<file path="src/rtl/lcdTimingPkg.sv">
package lcdTimingPkg;
  // Per-clock strobes from the scan controller to the output datapath
  typedef struct packed {
    logic load;        // a new pixel slot starts this edge
    logic frameWrap;   // the new slot is the first of a following frame
    logic nextActive;  // new slot is a visible pixel
    logic nextHsync;   // new slot lies in horizontal sync
    logic nextVsync;   // new slot lies in vertical sync
    logic pclkRise;    // mid-slot point: pixel clock may go high
    logic halt;        // reset or disabled: blank everything
  } lcdStrobeT;
endpackage

</file>
<file path="src/rtl/lcdTimingCtrl.sv">
module lcdTimingCtrl
  import lcdTimingPkg::*;
#(
  parameter int CNT_W = 10,
  parameter int DIV_W = 8
) (
  input  logic             clk,
  input  logic             rst,
  input  logic             enable,
  input  logic [CNT_W-1:0] pixPerLine,
  input  logic [CNT_W-1:0] hSyncWidth,
  input  logic [CNT_W-1:0] hBackPorch,
  input  logic [CNT_W-1:0] hFrontPorch,
  input  logic [CNT_W-1:0] linesPerFrame,
  input  logic [CNT_W-1:0] vSyncWidth,
  input  logic [CNT_W-1:0] vBackPorch,
  input  logic [CNT_W-1:0] vFrontPorch,
  input  logic [DIV_W-1:0] clkDiv,
  output lcdStrobeT        strobe
);
  localparam int SUM_W = CNT_W + 2;
  localparam logic [DIV_W-1:0] MIN_DIV = DIV_W'(2);

  logic             running;
  logic [DIV_W-1:0] divCnt;
  logic [SUM_W-1:0] hCnt, vCnt, nextH, nextV;
  logic [DIV_W-1:0] divEff, divLast, divHalf;
  logic [SUM_W-1:0] hTotal, vTotal, hActStart, hActEnd, vActStart, vActEnd;
  logic             startNow, tick, hLast, vLast;

  assign divEff  = (clkDiv < MIN_DIV) ? MIN_DIV : clkDiv;
  assign divLast = divEff - DIV_W'(1);
  assign divHalf = divEff >> 1;

  assign hActStart = SUM_W'(hSyncWidth) + SUM_W'(hBackPorch);
  assign hActEnd   = hActStart + SUM_W'(pixPerLine);
  assign hTotal    = hActEnd + SUM_W'(hFrontPorch);
  assign vActStart = SUM_W'(vSyncWidth) + SUM_W'(vBackPorch);
  assign vActEnd   = vActStart + SUM_W'(linesPerFrame);
  assign vTotal    = vActEnd + SUM_W'(vFrontPorch);

  assign startNow = !rst && enable && !running;
  assign tick     = !rst && enable && running && (divCnt == divLast);
  assign hLast    = (hCnt == hTotal - SUM_W'(1));
  assign vLast    = (vCnt == vTotal - SUM_W'(1));

  always_comb begin
    nextH = hCnt;
    nextV = vCnt;
    if (startNow) begin
      nextH = '0;
      nextV = '0;
    end else if (hLast) begin
      nextH = '0;
      nextV = vLast ? '0 : vCnt + SUM_W'(1);
    end else begin
      nextH = hCnt + SUM_W'(1);
    end
  end

  always_comb begin
    strobe.halt       = rst || !enable;
    strobe.load       = startNow || tick;
    strobe.frameWrap  = tick && hLast && vLast;
    strobe.nextActive = (nextH >= hActStart) && (nextH < hActEnd) &&
                        (nextV >= vActStart) && (nextV < vActEnd);
    strobe.nextHsync  = nextH < SUM_W'(hSyncWidth);
    strobe.nextVsync  = nextV < SUM_W'(vSyncWidth);
    strobe.pclkRise   = !rst && enable && running && !tick &&
                        (divCnt == divHalf - DIV_W'(1));
  end

  always_ff @(posedge clk) begin
    if (rst || !enable) begin
      running <= 1'b0;
      divCnt  <= '0;
      hCnt    <= '0;
      vCnt    <= '0;
    end else begin
      running <= 1'b1;
      if (startNow || tick) begin
        divCnt <= '0;
        hCnt   <= nextH;
        vCnt   <= nextV;
      end else begin
        divCnt <= divCnt + DIV_W'(1);
      end
    end
  end
endmodule

</file>
<file path="src/rtl/lcdTimingPath.sv">
module lcdTimingPath
  import lcdTimingPkg::*;
#(
  parameter int DATA_W = 16,
  parameter int AC_W   = 6
) (
  input  logic              clk,
  input  logic              rst,
  input  lcdStrobeT         strobe,
  input  logic              activeMode,
  input  logic [AC_W-1:0]   acPeriod,
  input  logic [DATA_W-1:0] pixData,
  input  logic              pixValid,
  input  logic              underflowClr,
  output logic              pixReady,
  output logic              underflow,
  output logic              lcdVsync,
  output logic              lcdHsync,
  output logic              lcdAc,
  output logic              lcdPclk,
  output logic [DATA_W-1:0] lcdData,
  output logic              slotActive
);
  logic            polarity;
  logic [AC_W-1:0] acCnt;

  assign pixReady = strobe.load && strobe.nextActive;
  assign lcdAc    = activeMode ? slotActive : polarity;

  always_ff @(posedge clk) begin
    if (strobe.halt) begin
      lcdHsync   <= 1'b0;
      lcdVsync   <= 1'b0;
      lcdPclk    <= 1'b0;
      lcdData    <= '0;
      slotActive <= 1'b0;
      polarity   <= 1'b0;
      acCnt      <= '0;
    end else if (strobe.load) begin
      lcdHsync   <= strobe.nextHsync;
      lcdVsync   <= strobe.nextVsync;
      lcdPclk    <= 1'b0;
      slotActive <= strobe.nextActive;
      lcdData    <= (strobe.nextActive && pixValid) ? pixData : '0;
      if (strobe.frameWrap) begin
        if (acCnt == acPeriod) begin
          polarity <= !polarity;
          acCnt    <= '0;
        end else begin
          acCnt <= acCnt + AC_W'(1);
        end
      end
    end else if (strobe.pclkRise && (activeMode || slotActive)) begin
      lcdPclk <= 1'b1;
    end
  end

  always_ff @(posedge clk) begin
    if (rst)                        underflow <= 1'b0;
    else if (pixReady && !pixValid) underflow <= 1'b1;
    else if (underflowClr)          underflow <= 1'b0;
  end
endmodule

</file>
<file path="src/rtl/lcdTimingGen.sv">
module lcdTimingGen
  import lcdTimingPkg::*;
#(
  parameter int CNT_W  = 10,
  parameter int DIV_W  = 8,
  parameter int AC_W   = 6,
  parameter int DATA_W = 16
) (
  input  logic              clk,
  input  logic              rst,
  input  logic              enable,
  input  logic              activeMode,
  input  logic [CNT_W-1:0]  pixPerLine,
  input  logic [CNT_W-1:0]  hSyncWidth,
  input  logic [CNT_W-1:0]  hBackPorch,
  input  logic [CNT_W-1:0]  hFrontPorch,
  input  logic [CNT_W-1:0]  linesPerFrame,
  input  logic [CNT_W-1:0]  vSyncWidth,
  input  logic [CNT_W-1:0]  vBackPorch,
  input  logic [CNT_W-1:0]  vFrontPorch,
  input  logic [DIV_W-1:0]  clkDiv,
  input  logic [AC_W-1:0]   acPeriod,
  input  logic [DATA_W-1:0] pixData,
  input  logic              pixValid,
  output logic              pixReady,
  input  logic              underflowClr,
  output logic              underflow,
  output logic              lcdVsync,
  output logic              lcdHsync,
  output logic              lcdAc,
  output logic              lcdPclk,
  output logic [DATA_W-1:0] lcdData
);
  lcdStrobeT strobe;
  logic      slotActive;

  lcdTimingCtrl #(.CNT_W(CNT_W), .DIV_W(DIV_W)) ctrl_i (
    .clk(clk), .rst(rst), .enable(enable),
    .pixPerLine(pixPerLine), .hSyncWidth(hSyncWidth),
    .hBackPorch(hBackPorch), .hFrontPorch(hFrontPorch),
    .linesPerFrame(linesPerFrame), .vSyncWidth(vSyncWidth),
    .vBackPorch(vBackPorch), .vFrontPorch(vFrontPorch),
    .clkDiv(clkDiv), .strobe(strobe)
  );

  lcdTimingPath #(.DATA_W(DATA_W), .AC_W(AC_W)) path_i (
    .clk(clk), .rst(rst), .strobe(strobe), .activeMode(activeMode),
    .acPeriod(acPeriod), .pixData(pixData), .pixValid(pixValid),
    .underflowClr(underflowClr), .pixReady(pixReady),
    .underflow(underflow), .lcdVsync(lcdVsync), .lcdHsync(lcdHsync),
    .lcdAc(lcdAc), .lcdPclk(lcdPclk), .lcdData(lcdData),
    .slotActive(slotActive)
  );
endmodule

</file>
<file path="config.mk">
export PLATFORM = sky130hd
export DESIGN_NAME = lcdTimingGen
export DESIGN_NICKNAME = d
export VERILOG_FILES = /design/src/rtl/lcdTimingPkg.sv /design/src/rtl/lcdTimingCtrl.sv /design/src/rtl/lcdTimingPath.sv /design/src/rtl/lcdTimingGen.sv
export SDC_FILE = /design/constraint.sdc
export NUM_CORES = 1
export LEC_CHECK = 0
export BUFFER_PORTS_ARGS = -buffer_cell sky130_fd_sc_hd__buf_4
export CELL_PAD_IN_SITES_DETAIL_PLACEMENT = 0
export CELL_PAD_IN_SITES_GLOBAL_PLACEMENT = 1
export CORE_MARGIN = 5
export CORE_UTILIZATION = 39
export DETAILED_ROUTE_END_ITERATION = 12
export PLACE_DENSITY_LB_ADDON = 0.2
export RECOVER_POWER = 50
export SETUP_SLACK_MARGIN = 0.15
export SLEW_MARGIN = 10
export SYNTH_ARGS = -nofsm -noshare
export SYNTH_HDL_FRONTEND = slang
export SYNTH_SLANG_ARGS = --single-unit
</file>
<file path="constraint.sdc">
create_clock -name clk -period 9.7 [get_ports clk]
set_clock_uncertainty 0.05 [all_clocks]
set_input_delay 1.455 -clock clk [delete_from_list [all_inputs] [get_ports clk]]
set_output_delay 1.455 -clock clk [all_outputs]
set_load 0.03 [all_outputs]
</file>
== Word level (Yosys, flattened, before mapping) ==
Index checks and enable logic that the tools add are counted.

* Register bits: 61
* Input port bits: 116
* Word-level logic and storage cells: 78

* Muxes and demuxes: 12
* Add/sub/neg operators: 14
* Order comparisons: 7
* Reduce and logical (&&, ||, !) cells: 28
* Equal/unequal tests: 5

{| class="wikitable"
|+ Operator list
! cell !! number
|-
| $mux 12 || 5
|-
| $add 12x10->12 || 4
|-
| $add 12x1->12 const B || 2
|-
| $eq 12x12->1 || 2
|-
| $ge 12x12->1 || 2
|-
| $lt 12x10->1 || 2
|-
| $lt 12x12->1 || 2
|-
| $sub 12x1->12 const B || 2
|-
| $add 10x10->11 || 2
|-
| $eq 8x8->1 || 2
|-
| $mux 16 || 1
|-
| $logic_and 1x1->1 || 15
|-
| $add 8x1->8 const B || 1
|-
| $lt 8x2->1 const B || 1
|-
| $mux 8 || 1
|-
| $sub 7x1->8 const B || 1
|-
| $sub 8x1->8 const B || 1
|-
| $add 6x1->6 const B || 1
|-
| $eq 6x6->1 || 1
|-
| $logic_not 1->1 || 6
|-
| $mux 6 || 1
|-
| $mux 1 || 4
|-
| $logic_or 1x1->1 || 3
|-
| $reduce_and 3->1 || 1
|-
| 3 further kinds || 3
|}

== Longest topological paths before layout ==
Gate-level depths: netlist of run 1.

* Word-level depth: 14
* Mapped depth: 39

== Hierarchy ==
Synthesis of run 1 repeated with hierarchy kept, for this count alone.

* Cell total of the unflattened synthesis: 1,012
* Area, all modules: 8,176.6 um^2

{| class="wikitable"
|+ By module, submodules not included
! module !! area an instance (um^2) !! instances !! sequential area each (um^2) !! cells each
|-
| lcdTimingCtrl || 7,069.3 || 1 || 660.6 || 913
|-
| lcdTimingPath || 1,107.3 || 1 || 560.5 || 99
|}

== Worst setup path before layout of run 1 ==
Ideal clock, no wire load.

* Kind: input-to-output
* From: input hSyncWidth[0]
* To: output pixReady
* Path buffers: 2
* Stages on the path: 32
* Arrival time: 8.602 ns
* Required time: 8.195 ns
* Path slack: -0.407 ns
* Cells stage by stage: ha_1 > inv_1 > fa_1 > nor2b_1 > o31a_1 > or4b_2 > o311ai_0 > ha_1 > o21a_1 > nor2_1 > a21oi_1 > xnor2_1 > ha_1 > inv_1 > ha_1 > o211ai_1 > o21a_1 > o31ai_1 > a31oi_1 > or3_4 > a21o_4 > or3_1 > nand2_1 > clkbuf_1 > nor2_1 > ha_1 > a2111o_1 > a221o_1 > a41oi_1 > a2111oi_2 > nor3_4 > buf_6

* Elaborated cells between the ends (all ways): 17

{| class="wikitable"
|+ RTL lines
! what !! RTL line !! RTL
|-
| from (decl) || lcdTimingGen.sv:14 || <nowiki>input logic [CNT_W-1:0] hSyncWidth,</nowiki>
|-
| $add 10x10->11 * || lcdTimingCtrl.sv:35 || <nowiki>assign hActStart = SUM_W'(hSyncWidth) + SUM_W'(hBackPorch);</nowiki>
|-
| $add 12x10->12 * || lcdTimingCtrl.sv:36 || <nowiki>assign hActEnd = hActStart + SUM_W'(pixPerLine);</nowiki>
|-
| $add 12x10->12 * || lcdTimingCtrl.sv:37 || <nowiki>assign hTotal = hActEnd + SUM_W'(hFrontPorch);</nowiki>
|-
| $sub 12x1->12 * || lcdTimingCtrl.sv:44 || <nowiki>assign hLast = (hCnt == hTotal - SUM_W'(1));</nowiki>
|-
| $eq 12x12->1 * || lcdTimingCtrl.sv:44 ||
|-
| $mux 12 * || lcdTimingCtrl.sv:53 || <nowiki>end else if (hLast) begin</nowiki>
|-
| $mux 12 * || lcdTimingCtrl.sv:50 || <nowiki>if (startNow) begin</nowiki>
|-
| named net ctrl_i.nextV[3] || lcdTimingCtrl.sv:26 || <nowiki>logic [SUM_W-1:0] hCnt, vCnt, nextH, nextV;</nowiki>
|-
| $ge 12x12->1 || lcdTimingCtrl.sv:66 || <nowiki>(nextV >= vActStart) && (nextV < vActEnd);</nowiki>
|-
| $logic_and 1x1->1 || lcdTimingCtrl.sv:65 || <nowiki>strobe.nextActive = (nextH >= hActStart) && (nextH < hActEnd) &&</nowiki>
|-
| $logic_and 1x1->1 * || lcdTimingCtrl.sv:66 ||
|-
| $logic_and 1x1->1 * || lcdTimingPath.sv:27 || <nowiki>assign pixReady = strobe.load && strobe.nextActive;</nowiki>
|-
| to (decl) || lcdTimingGen.sv:25 || <nowiki>output logic pixReady,</nowiki>
|}

Mark *: on every way through the listed nets, which the timed path passes. The rest lies on a longest branch.

== Final worst setup path of run 1 ==
* From: input vSyncWidth[1]
* To: output pixReady

* Longest elaborated chain between the ends: 12
* Elaborated cells between the ends (all ways): 13

{| class="wikitable"
|+ Ends and longest elaborated chain
! what !! RTL line !! RTL
|-
| from (decl) || lcdTimingGen.sv:18 || <nowiki>input logic [CNT_W-1:0] vSyncWidth,</nowiki>
|-
| $add 10x10->11 * || lcdTimingCtrl.sv:38 || <nowiki>assign vActStart = SUM_W'(vSyncWidth) + SUM_W'(vBackPorch);</nowiki>
|-
| $add 12x10->12 * || lcdTimingCtrl.sv:39 || <nowiki>assign vActEnd = vActStart + SUM_W'(linesPerFrame);</nowiki>
|-
| $add 12x10->12 * || lcdTimingCtrl.sv:40 || <nowiki>assign vTotal = vActEnd + SUM_W'(vFrontPorch);</nowiki>
|-
| $sub 12x1->12 * || lcdTimingCtrl.sv:45 || <nowiki>assign vLast = (vCnt == vTotal - SUM_W'(1));</nowiki>
|-
| $eq 12x12->1 * || lcdTimingCtrl.sv:45 ||
|-
| $mux 12 * || lcdTimingCtrl.sv:55 || <nowiki>nextV = vLast ? '0 : vCnt + SUM_W'(1);</nowiki>
|-
| $mux 12 * || lcdTimingCtrl.sv:53 ||
|-
| $mux 12 * || lcdTimingCtrl.sv:50 ||
|-
| named net ctrl_i.nextV[5] || lcdTimingCtrl.sv:26 ||
|-
| $ge 12x12->1 || lcdTimingCtrl.sv:66 ||
|-
| $logic_and 1x1->1 || lcdTimingCtrl.sv:65 ||
|-
| $logic_and 1x1->1 * || lcdTimingCtrl.sv:66 ||
|-
| $logic_and 1x1->1 * || lcdTimingPath.sv:27 ||
|}

Marks and branches as above.

==> results.py, run 1 <==
metrics = {
    "run_status": {
        "status": "finished with violations",
        "violations": "setup timing",
    },
    "layout": {
        "antenna_cells": 0,
        "drive_above_1_share": 0.298,
        "syn2layout_area_growth_pct": 42.9,
        "nets": 1655,
        "nFillCells": 1965,
    },
    "route": {
        "detail_route.vias_per_cell": 5.28,
        "drt_iter0_markers": 383,
        "first_pass_iters": 5,
        "via_count": 8827,
        "routed_wl_um": 26600,
        "route.detailed.drc": 0,
        "wl_per_cell_um": 15.9,
        "antenna_left": 0,
    },
    "global_routing": {
        "antenna_found_initial": 0,
        "grt_overflow": 0,
        "grt_pass1_vias": 8872,
        "grt_first_pass_wirelength_um": 42600,
        "grt_usage": 0.213,
        "grt_max_degree": 26,
    },
    "power": {
        "powerDensity_mw_per_mm2": 180,
        "leakage_nw": 5.55,
        "max-vdd-ir-drop_mv": 0.0905,
    },
    "logic_synthesis": {
        "synth_flop_cell": "dfxtp_1",
        "syn_inst": 1094,
        "synth_warnings": 0,
        "syn-num-nets": 1358,
        "seq_area_frac_synth": 0.146,
        "async_reset_ff_frac": 0,
        "synth_area_leader_cell": "ha_1",
        "ys_ff_latch": 61,
        "ys_top_cells_by_area": "ha_1 (21%), dfxtp_1 (15%), xnor2_1 (7.6%)",
        "synth.distinct_cells": 69,
        "synth_most_common_cell": "ha_1",
        "synth_area_mm2": 0.00838,
        "synth-edff-count": 0,
        "synth_common_cells": "ha_1 (142), inv_1 (119), nor2_1 (91)",
        "synth_top_area_frac": 0.212,
        "syn_area_per_cell_um2": 7.66,
    },
    "floorplanning": {
        "die_height_um": 157,
        "dieArea_mm2": 0.0245,
        "die_x_um": 157,
        "initial_core_util": 0.397,
        "core_mm2": 0.0211,
        "pin_count": 138,
        "num_rows": 53,
    },
    "clock_tree": {
        "cts_buffer_depth": 2,
        "clkLatencyLatePin_ns": 0.34,
        "cts-root-buf": "clkbuf_16",
        "numCtsBuffers": 9,
        "cts_tree": "built",
        "path_clk_slew_ns": 0.05,
        "cts.sinks": 61,
        "h-tree-depth": 3,
    },
    "timing": {
        "worst_slew_pin_slew_ns": 1.17,
        "finalCriticalPeriod_ns": 9.71,
        "max_freq_mhz": 103,
        "hold_viol": 0,
        "fin_crit_sh": 1.00,
        "slew_violations": 0,
        "tns_ns": -0.00783,
        "setup_viol": 1,
        "rsz0062_at_grt": "yes",
        "hold_ws_ns": 0.412,
        "slew_headroom": 0.222,
        "finalWorstSetupSlack_ns": -0.00783,
    },
    "placed_design": {
        "gp_congestion": 0.930,
        "place_hpwl_um": 21800,
        "portBuffers": 137,
    },
    "worst_setup_path": {
        "crit_arrival_ns": 8.20,
        "slowest_stage": "xor3_1",
        "r2r_cells": 19,
        "path_class": "primary input to output pin",
        "worst_setup_path_start_kind": "primary input",
        "max_stage_delay_ns": 0.48,
        "crit_fanout": 5,
        "endpoint_kind": "output pin",
        "worstPathRequired_ns": 8.20,
    },
    "hold_path": {
        "hold_path_depth": 2,
        "hold_path.class": "flip-flop to flip-flop",
    },
    "run": {
        "drv_cap": 0,
    },
}
-- layout by cell type (no fill, tap or decap), types with 7 or more instances in the layout --
cell type,n
xor2_1,43
and3_1,8
nand4_1,8
clkbuf_16,9
o211ai_1,14
a211oi_1,8
o21a_1,10
a21oi_1,67
buf_4,280
o21bai_1,13
inv_1,114
nor3_1,16
xnor2_1,66
a21o_1,25
nor2_1,83
buf_6,10
ha_1,121
o21ai_0,30
a31oi_1,7
clkbuf_1,23
a32o_1,16
a21oi_2,11
nand3_1,40
o21ai_1,15
ha_4,19
nor2b_1,8
dfxtp_1,61
nand2_1,77
nand2b_1,13
-- what timing repair did --
item | in CTS | in global routing
endpoints found under the setup margin | 1 | 1
pin swaps | 60 | 67
setup buffers | 19 | 14
gates resized for setup | 56 | 57
hold buffers | 0 | 0
-- path summary, 6_finish.rpt --
path / from / end / slack, ns
hold reg to reg: path_i.lcdVsync$_SDFFE_PN0N_ / path_i.lcdVsync$_SDFFE_PN0N_ / 0.41
setup reg to reg: ctrl_i.vCnt[0]$_SDFFE_PN0N_ / path_i.underflow$_SDFFE_PP0P_ / 4.81
hold / removal: path_i.lcdVsync$_SDFFE_PN0N_ / path_i.lcdVsync$_SDFFE_PN0N_ / 0.41
setup / recovery: vSyncWidth[1] / pixReady / -0.008
-- power breakdown --
part / total, W / internal [W] / switching, W / leakage (nW)
logic: 0.00154 / 0.000782 / 0.000760 / 4.90
registers: 0.000252 / 0.000251 / 0.000000832 / 0.492
clock network: 0.000358 / 0.000226 / 0.000132 / 0.156
-- critical path, delay by kind of cell --
kind	cells	cell delay [ns]
AOI/OAI and AO/OA	15	2.66
xor gates and xnor gates	3	0.87
adders and majority gates	4	1.17
buffers and inverters	8	0.90
and+or+nand+nor	5	1.14
-- cell families after synthesis --
| group | synth area share |
|---|---|
| buf+inv | 0.0695 |
| fa+ha+maj | 0.226 |
| mux | 0.0100 |
| compound gates | 0.235 |
| simple gates | 0.186 |
| xor+xnor | 0.127 |
| flops | 0.146 |
-- final cells by class --
| cell class | count | area [um^2] | share of cell area |
|---|---|---|---|
| clock buffers | 9 | 225 | 0.0188 |
| clock inverters | 7 | 98.8 | 0.00826 |
| flip-flops and latches | 61 | 1220 | 0.102 |
| inverters | 119 | 447 | 0.0373 |
| multi-input cells | 882 | 7260 | 0.607 |
| well taps | 275 | 344 | 0.0287 |
| repair buffers | 318 | 2370 | 0.198 |
-- layer usage --
metal  GRT usage  vias to the layer above  share of wire
li1            -                     4512              -
met1       0.290                     4062           0.48
met2       0.343                      224           0.45
met3      0.0495                       29          0.063
met4      0.0450                        0          0.015
met5           0                        -              0
-- state kept, by name (all words and copies together), names as in the netlist, 6 cells and up --
register / flops
path_i.acCnt: 6
ctrl_i.hCnt: 12
ctrl_i.divCnt: 8
path_i.lcdData: 16
ctrl_i.vCnt: 12
-- through the flow --
step,area (um^2),utilization,std cells,power [W],setup WS (ns)
floorplan,8540,-,1094,0.00112,0.152
global placement,10900,0.515,1622,0.00157,-0.454
detailed placement,10900,0.515,1622,0.00159,-0.461
CTS,11600,0.551,1657,0.00206,-0.0834
global route,12000,0.568,1671,0.00233,-0.312
finish,12000,0.568,1671,0.00215,-0.00783
No activity file was read; power rests on OpenSTA's default activity.
==> run 2, diff against run 1 <==
--- a/config.mk
+++ b/config.mk
@@ -5,11 +5,12 @@
 export SDC_FILE = /design/constraint.sdc
 export NUM_CORES = 1
 export LEC_CHECK = 0
+export ABC_AREA = 1
 export BUFFER_PORTS_ARGS = -buffer_cell sky130_fd_sc_hd__buf_4
 export CELL_PAD_IN_SITES_DETAIL_PLACEMENT = 0
 export CELL_PAD_IN_SITES_GLOBAL_PLACEMENT = 1
 export CORE_MARGIN = 5
-export CORE_UTILIZATION = 39
+export CORE_UTILIZATION = 37
 export DETAILED_ROUTE_END_ITERATION = 12
 export PLACE_DENSITY_LB_ADDON = 0.2
 export RECOVER_POWER = 50
==> run 2 against run 1 <==
The flow finishes with violations (capacitance limit, slew limit); non-clock buffer count decreased by 134; wire length decreased by 0.26%; clock power decreased by 5%; utilization decreased by 9.2 points; critical path depth increased by 12; synthesized cell count increased by 35%; synthesized area increased by 9.2%; critical endpoint unchanged; highest routed layer unchanged.
==> results.py, run 2 <==
metrics = {
    "logic_synthesis": {
        "ys_top_cells_by_area": "ha_1 (19%), nand2_1 (15%), dfxtp_1 (13%)",
        "synth_area_mm2": 0.00915,
        "synth.distinct_cells": 49,
        "ys_ff_latch": 61,
        "synth_area_leader_cell": "ha_1",
        "syn_inst": 1472,
        "synth_warnings": 0,
        "syn-num-nets": 1736,
        "synth_common_cells": "nand2_1 (373), inv_1 (309), ha_1 (142)",
        "seq_area_frac_synth": 0.134,
        "synth_flop_cell": "dfxtp_1",
        "syn_area_per_cell_um2": 6.21,
        "async_reset_ff_frac": 0,
        "synth-edff-count": 0,
        "synth_top_area_frac": 0.194,
        "synth_most_common_cell": "nand2_1",
    },
    "clock_tree": {
        "path_clk_slew_ns": 0.06,
        "h-tree-depth": 3,
        "cts-root-buf": "clkbuf_16",
        "numCtsBuffers": 9,
        "clkLatencyLatePin_ns": 0.34,
        "cts_tree": "built",
        "cts_buffer_depth": 2,
        "cts.sinks": 61,
    },
    "timing": {
        "finalCriticalPeriod_ns": 9.16,
        "hold_viol": 0,
        "rsz0062_at_grt": "no",
        "setup_viol": 0,
        "tns_ns": 0,
        "fin_crit_sh": 0.944,
        "slew_headroom": -0.0330,
        "finalWorstSetupSlack_ns": 0.539,
        "max_freq_mhz": 109,
        "worst_slew_pin_slew_ns": 1.55,
        "slew_violations": 47,
    },
    "power": {
        "leakage_nw": 6.11,
        "p_int_w": 0.00105,
        "powerDensity_mw_per_mm2": 181,
        "p_clk_frac": 0.162,
        "p_seq_frac": 0.123,
        "power_frac_comb": 0.716,
        "max-vdd-ir-drop_mv": 0.0825,
        "p_switching_w": 0.00105,
        "switching_share": 0.501,
    },
    "route": {
        "routed_wl_um": 26500,
        "route.detailed.drc": 0,
        "antenna_left": 0,
        "wl_per_cell_um": 13.4,
        "detail_route.vias_per_cell": 4.75,
        "via_count": 9392,
        "first_pass_iters": 5,
        "drt_iter0_markers": 374,
    },
    "global_routing": {
        "grt_usage": 0.183,
        "grt_overflow": 0,
        "use_met2": 0.299,
        "met1_usage": 0.257,
        "grt_max_degree": 47,
        "busiest_layer": "met2",
        "grt_first_pass_wirelength_um": 42900,
        "grt_pass1_vias": 8885,
        "grt_util_met3": 0.0318,
        "antenna_found_initial": 0,
    },
    "hold_path": {
        "min_to": "path_i.lcdData[3]$_SDFFE_PN0N_",
        "hold_path_depth": 2,
        "hold_path.class": "flip-flop to flip-flop",
        "min_from": "path_i.lcdData[3]$_SDFFE_PN0N_",
    },
    "worst_setup_path": {
        "rrSetupSlack_ns": 4.54,
        "worst_setup_path_start_kind": "primary input",
        "worst_path_most_repeated_cell": "nand2_1",
        "rr_endpoint": "ctrl_i.hCnt[9]$_SDFFE_PN0N_",
        "r2r_cells": 8,
        "worstReg2RegStart": "ctrl_i.running$_DFF_P_",
        "worstPathRequired_ns": 8.20,
        "path_class": "primary input to output pin",
        "max_stage_delay_ns": 0.36,
        "crit_arrival_ns": 7.66,
        "slowest_stage": "ha_1",
        "endpoint_kind": "output pin",
        "crit_fanout": 5,
    },
    "placed_design": {
        "place_ws_ns": -0.265,
        "gp_congestion": 0.880,
        "portBuffers": 137,
        "place_hpwl_um": 22100,
    },
    "layout": {
        "syn2layout_area_growth_pct": 26.4,
        "regArea_mm2": 0.00122,
        "multi_input_area_mm2": 0.00715,
        "largest-register": "path_i.lcdData",
        "final_common_cell": "nand2_1",
        "antenna_cells": 0,
        "nets": 1914,
        "drive_above_1_share": 0.199,
        "largest_reg_flops": 16,
        "top_regs": "path_i.lcdData (16), ctrl_i.hCnt (12), ctrl_i.vCnt (12)",
        "nFillCells": 2660,
        "mostFrequentLayoutCells": "nand2_1 (360), inv_1 (305), buf_4 (158)",
    },
    "floorplanning": {
        "die_height_um": 167,
        "core_mm2": 0.0243,
        "dieArea_mm2": 0.0280,
        "initial_core_util": 0.376,
        "num_rows": 57,
        "pin_count": 138,
        "die_x_um": 167,
    },
    "run_status": {
        "violations": "capacitance limit, slew limit",
        "status": "finished with violations",
    },
    "run": {
        "drv_cap": 1,
    },
}
-- run 2: cell types whose count changed after synthesis, sizes merged, moves of 16 or more --
cell / before / now
a21o: 26 / 5
a21oi: 82 / 102
nand3: 40 / 108
inv: 119 / 312
nor2: 91 / 114
nand2: 81 / 382
a32o: 16 / 0
xnor2: 73 / 21
-- run 2: power by group through the flow --
stage	Sequential, W	Clock, W	Combinational [W]
CTS	0.000257	0.000349	0.00133
detailed placement	0.000263	0	0.00131
global placement	0.000263	0	0.00131
floorplan	0.000262	0	0.00101
global route	0.000258	0.000360	0.00171
finish	0.000257	0.000339	0.00150
-- run 2: final cells by class --
cell class / count / area share
clock buffer: 9 / 0.0195
clock inverter: 7 / 0.00693
inverter: 313 / 0.102
multi-input combinational: 1081 / 0.618
sequential: 61 / 0.106
tap: 324 / 0.0351
timing repair buffer: 184 / 0.113
-- run 2: worst max-delay path, delay by kind of cell --
family	cells	cell delay, ns
xor gates and xnor gates	2	0.36
adders and majority gates	4	1.26
and+or+nand+nor	27	2.91
buffers and inverters	6	0.58
AOI/OAI and AO/OA	8	1.08
-- run 2: worst max-delay path by stage --
| stage | start | to | slack [ns] | cells past startpoint |
|---|---|---|---|---|
| finish | hSyncWidth[3] | pixReady | 0.54 | 47 |
| global route | hSyncWidth[0] | pixReady | 0.05 | 50 |
| CTS | hSyncWidth[2] | pixReady | 0.16 | 53 |
| detailed placement | hSyncWidth[2] | pixReady | -0.26 | 53 |
| global placement | hSyncWidth[2] | pixReady | -0.23 | 53 |
| floorplan | vSyncWidth[2] | pixReady | 0.83 | 48 |
-- run 2: through the flow --
step / power, W / cell area, um^2 / std cells / utilization / hold WS, ns
global route: 0.00233 / 11600 / 1979 / 0.475 / 0.440
floorplan: 0.00127 / 9150 / 1472 / - / 0.401
CTS: 0.00193 / 11000 / 1953 / 0.453 / 0.425
global placement: 0.00157 / 10600 / 1937 / 0.437 / 0.403
detailed placement: 0.00157 / 10600 / 1937 / 0.437 / 0.413
finish: 0.00210 / 11600 / 1979 / 0.475 / 0.415
-- run 2: repair_timing --
action                                  CTS  global route
gates resized for setup                  11            99
endpoints found under the setup margin    1             1
pin swaps                                 1            64
buffers inserted                          0            26
hold buffers                              0             0
-- run 2: kinds of logic (layout without fill, tap and decap cells) --
group	after synthesis	count (layout)	synth area share
compound gates	190	190	0.124
xor+xnor	74	74	0.0709
fa+ha+maj	148	148	0.207
buf+inv	330	513	0.139
flops	61	61	0.134
simple gates	669	669	0.325
-- run 2: metal layers --
layer,up-vias,share of wire
met5,-,0
met4,0,0.011
met3,17,0.046
met2,178,0.44
met1,4152,0.50
li1,5045,-
==> run 3, diff against run 2 <==
--- a/config.mk
+++ b/config.mk
@@ -7,7 +7,7 @@
 export LEC_CHECK = 0
 export ABC_AREA = 1
 export BUFFER_PORTS_ARGS = -buffer_cell sky130_fd_sc_hd__buf_4
-export CELL_PAD_IN_SITES_DETAIL_PLACEMENT = 0
+export CELL_PAD_IN_SITES_DETAIL_PLACEMENT = 1
 export CELL_PAD_IN_SITES_GLOBAL_PLACEMENT = 1
 export CORE_MARGIN = 5
 export CORE_UTILIZATION = 37
==> run 3 against run 2 <==
The run still ends with capacitance limit, slew limit left; sequential share of layout area fell by 0.21 points; clock power up 1%; combinational power is 11% higher; sequential cell count did not move; power increased by 8.5%; die area unchanged; largest cell class unchanged; worst setup slack got worse by 0.056 ns; first-iteration DRC count fell by 3.2%; critical path type unchanged; via count increased by 5.4%; largest power group unchanged; global-route usage up 2.5 points; register-to-register slack got worse by 0.20 ns; cell count up 0.30%.
==> results.py, run 3 (same netlist as run 2, synthesis figures left out) <==
metrics = {
    "run_status": {
        "status": "finished with violations",
        "violations": "capacitance limit, slew limit",
    },
    "timing": {
        "hold_ws_ns": 0.422,
        "tns_ns": 0,
        "slew_violations": 47,
        "setup_viol": 0,
        "fin_crit_sh": 0.950,
        "rsz0062_at_grt": "no",
        "finalCriticalPeriod_ns": 9.22,
        "worst_slew_pin_slew_ns": 1.59,
        "hold_viol": 0,
        "max_freq_mhz": 108,
        "slew_headroom": -0.0585,
    },
    "hold_path": {
        "min_from": "path_i.lcdData[3]$_SDFFE_PN0N_",
        "hold_path_depth": 2,
        "hold_path.class": "flip-flop to flip-flop",
    },
    "clock_tree": {
        "numCtsBuffers": 9,
        "path_clk_slew_ns": 0.06,
        "cts_tree": "built",
        "cts.sinks": 61,
        "cts-root-buf": "clkbuf_16",
        "cts_buffer_depth": 2,
        "h-tree-depth": 3,
        "clkLatencyLatePin_ns": 0.35,
        "postCtsHoldBufs": 0,
    },
    "floorplanning": {
        "die_height_um": 167,
        "initial_core_util": 0.376,
        "pin_count": 138,
        "die_x_um": 167,
        "num_rows": 57,
        "core_mm2": 0.0243,
        "dieArea_mm2": 0.0280,
    },
    "layout": {
        "top_regs": "path_i.lcdData (16), ctrl_i.hCnt (12), ctrl_i.vCnt (12)",
        "nets": 1920,
        "drive_above_1_share": 0.222,
        "regArea_mm2": 0.00122,
        "largest_reg_flops": 16,
        "instances_no_fill": 1985,
        "largest-register": "path_i.lcdData",
        "multi_input_area_mm2": 0.00733,
        "nFillCells": 3278,
        "mostFrequentLayoutCells": "nand2_1 (347), inv_1 (301), buf_4 (162)",
        "antenna_cells": 0,
        "syn2layout_area_growth_pct": 29.0,
        "final_common_cell": "nand2_1",
    },
    "route": {
        "antenna_left": 0,
        "wl_per_cell_um": 15.4,
        "detail_route.vias_per_cell": 4.98,
        "drt_iter0_markers": 362,
        "route.detailed.drc": 0,
        "first_pass_iters": 4,
        "routed_wl_um": 30500,
        "via_count": 9895,
    },
    "run": {
        "drv_cap": 1,
    },
    "placed_design": {
        "portBuffers": 137,
        "gp_congestion": 0.880,
        "place_hpwl_um": 24800,
        "dp.cells": 1937,
    },
    "worst_setup_path": {
        "startpoint": "hSyncWidth[2]",
        "worstPathRequired_ns": 8.20,
        "worst_setup_path_start_kind": "primary input",
        "crit_fanout": 5,
        "endpoint_kind": "output pin",
        "r2r_cells": 7,
        "crit_arrival_ns": 7.71,
        "path_class": "primary input to output pin",
        "worstReg2RegStart": "ctrl_i.running$_DFF_P_",
        "worst_path_most_repeated_cell": "nand2_1",
        "slowest_stage": "ha_1",
        "max_stage_delay_ns": 0.32,
    },
    "global_routing": {
        "grt_overflow": 0,
        "grt_usage": 0.208,
        "grt_max_degree": 47,
        "grt_pass1_vias": 10262,
        "antenna_found_initial": 0,
        "grt_first_pass_wirelength_um": 48600,
    },
    "power": {
        "powerDensity_mw_per_mm2": 193,
        "leakage_nw": 6.18,
        "max-vdd-ir-drop_mv": 0.0981,
    },
}
-- run 3: cell types whose count changed in the layout (fill, tap and decap cells not counted), sizes merged --
cell / before / now
clkinv: 1 / 3
buf: 160 / 166
inv: 316 / 314
clkinvlp: 2 / 1
clkbuf: 33 / 34
-- run 3: power breakdown --
group          switching (W)  total (W)  leakage [nW]  internal [W]
logic                0.00102    0.00167          5.54      0.000658
registers         0.00000383   0.000258         0.493      0.000254
clock network       0.000137   0.000344         0.149      0.000208
total                0.00116    0.00228          6.18       0.00112
-- run 3: cell type report --
class                      count  area share
multi-input combinational   1081       0.621
clock inverter                 6     0.00583
timing repair buffer         190       0.115
tap                          324      0.0344
sequential                    61       0.103
inverter                     313      0.0998
clock buffer                  10      0.0203
-- run 3: critical path: cells and delay by family --
kind / cells / cell delay [ns]
xor+xnor: 2 / 0.44
fa+ha+maj: 5 / 1.38
compound gates: 9 / 1.45
buf+inv: 7 / 0.78
simple gates: 21 / 2.19
-- run 3: per-layer routing --
metal	part of all wire	vias up	global-route usage
met2	0.48	169	0.362
met3	0.041	30	0.0368
met5	0	-	0
li1	-	5036	-
met1	0.47	4660	0.272
met4	0.012	0	0.0427
-- run 3: timing repair --
action | in CTS | in global routing
gates cloned | 0 | 0
buffers inserted | 3 | 29
pin swaps | 4 | 76
gates resized for setup | 20 | 141
setup endpoints to repair | 1 | 1
-- run 3: final timing paths --
kind | to | slack, ns
max reg2reg | ctrl_i.hCnt[8]$_SDFFE_PN0N_ | 4.34
max | pixReady | 0.48
min reg2reg | path_i.lcdData[3]$_SDFFE_PN0N_ | 0.42
min | path_i.lcdData[3]$_SDFFE_PN0N_ | 0.42
-- run 3: metrics by stage --
stage / power, W / utilization / cell area (um^2) / worst slack, ns
2_1_floorplan: 0.00127 / - / 9150 / 0.833
3_3_place_gp: 0.00157 / 0.437 / 10600 / -0.231
3_5_place_dp: 0.00161 / 0.437 / 10600 / -0.495
4_1_cts: 0.00199 / 0.456 / 11100 / 0.152
5_1_grt: 0.00250 / 0.485 / 11800 / 0.0497
6_report: 0.00228 / 0.485 / 11800 / 0.483
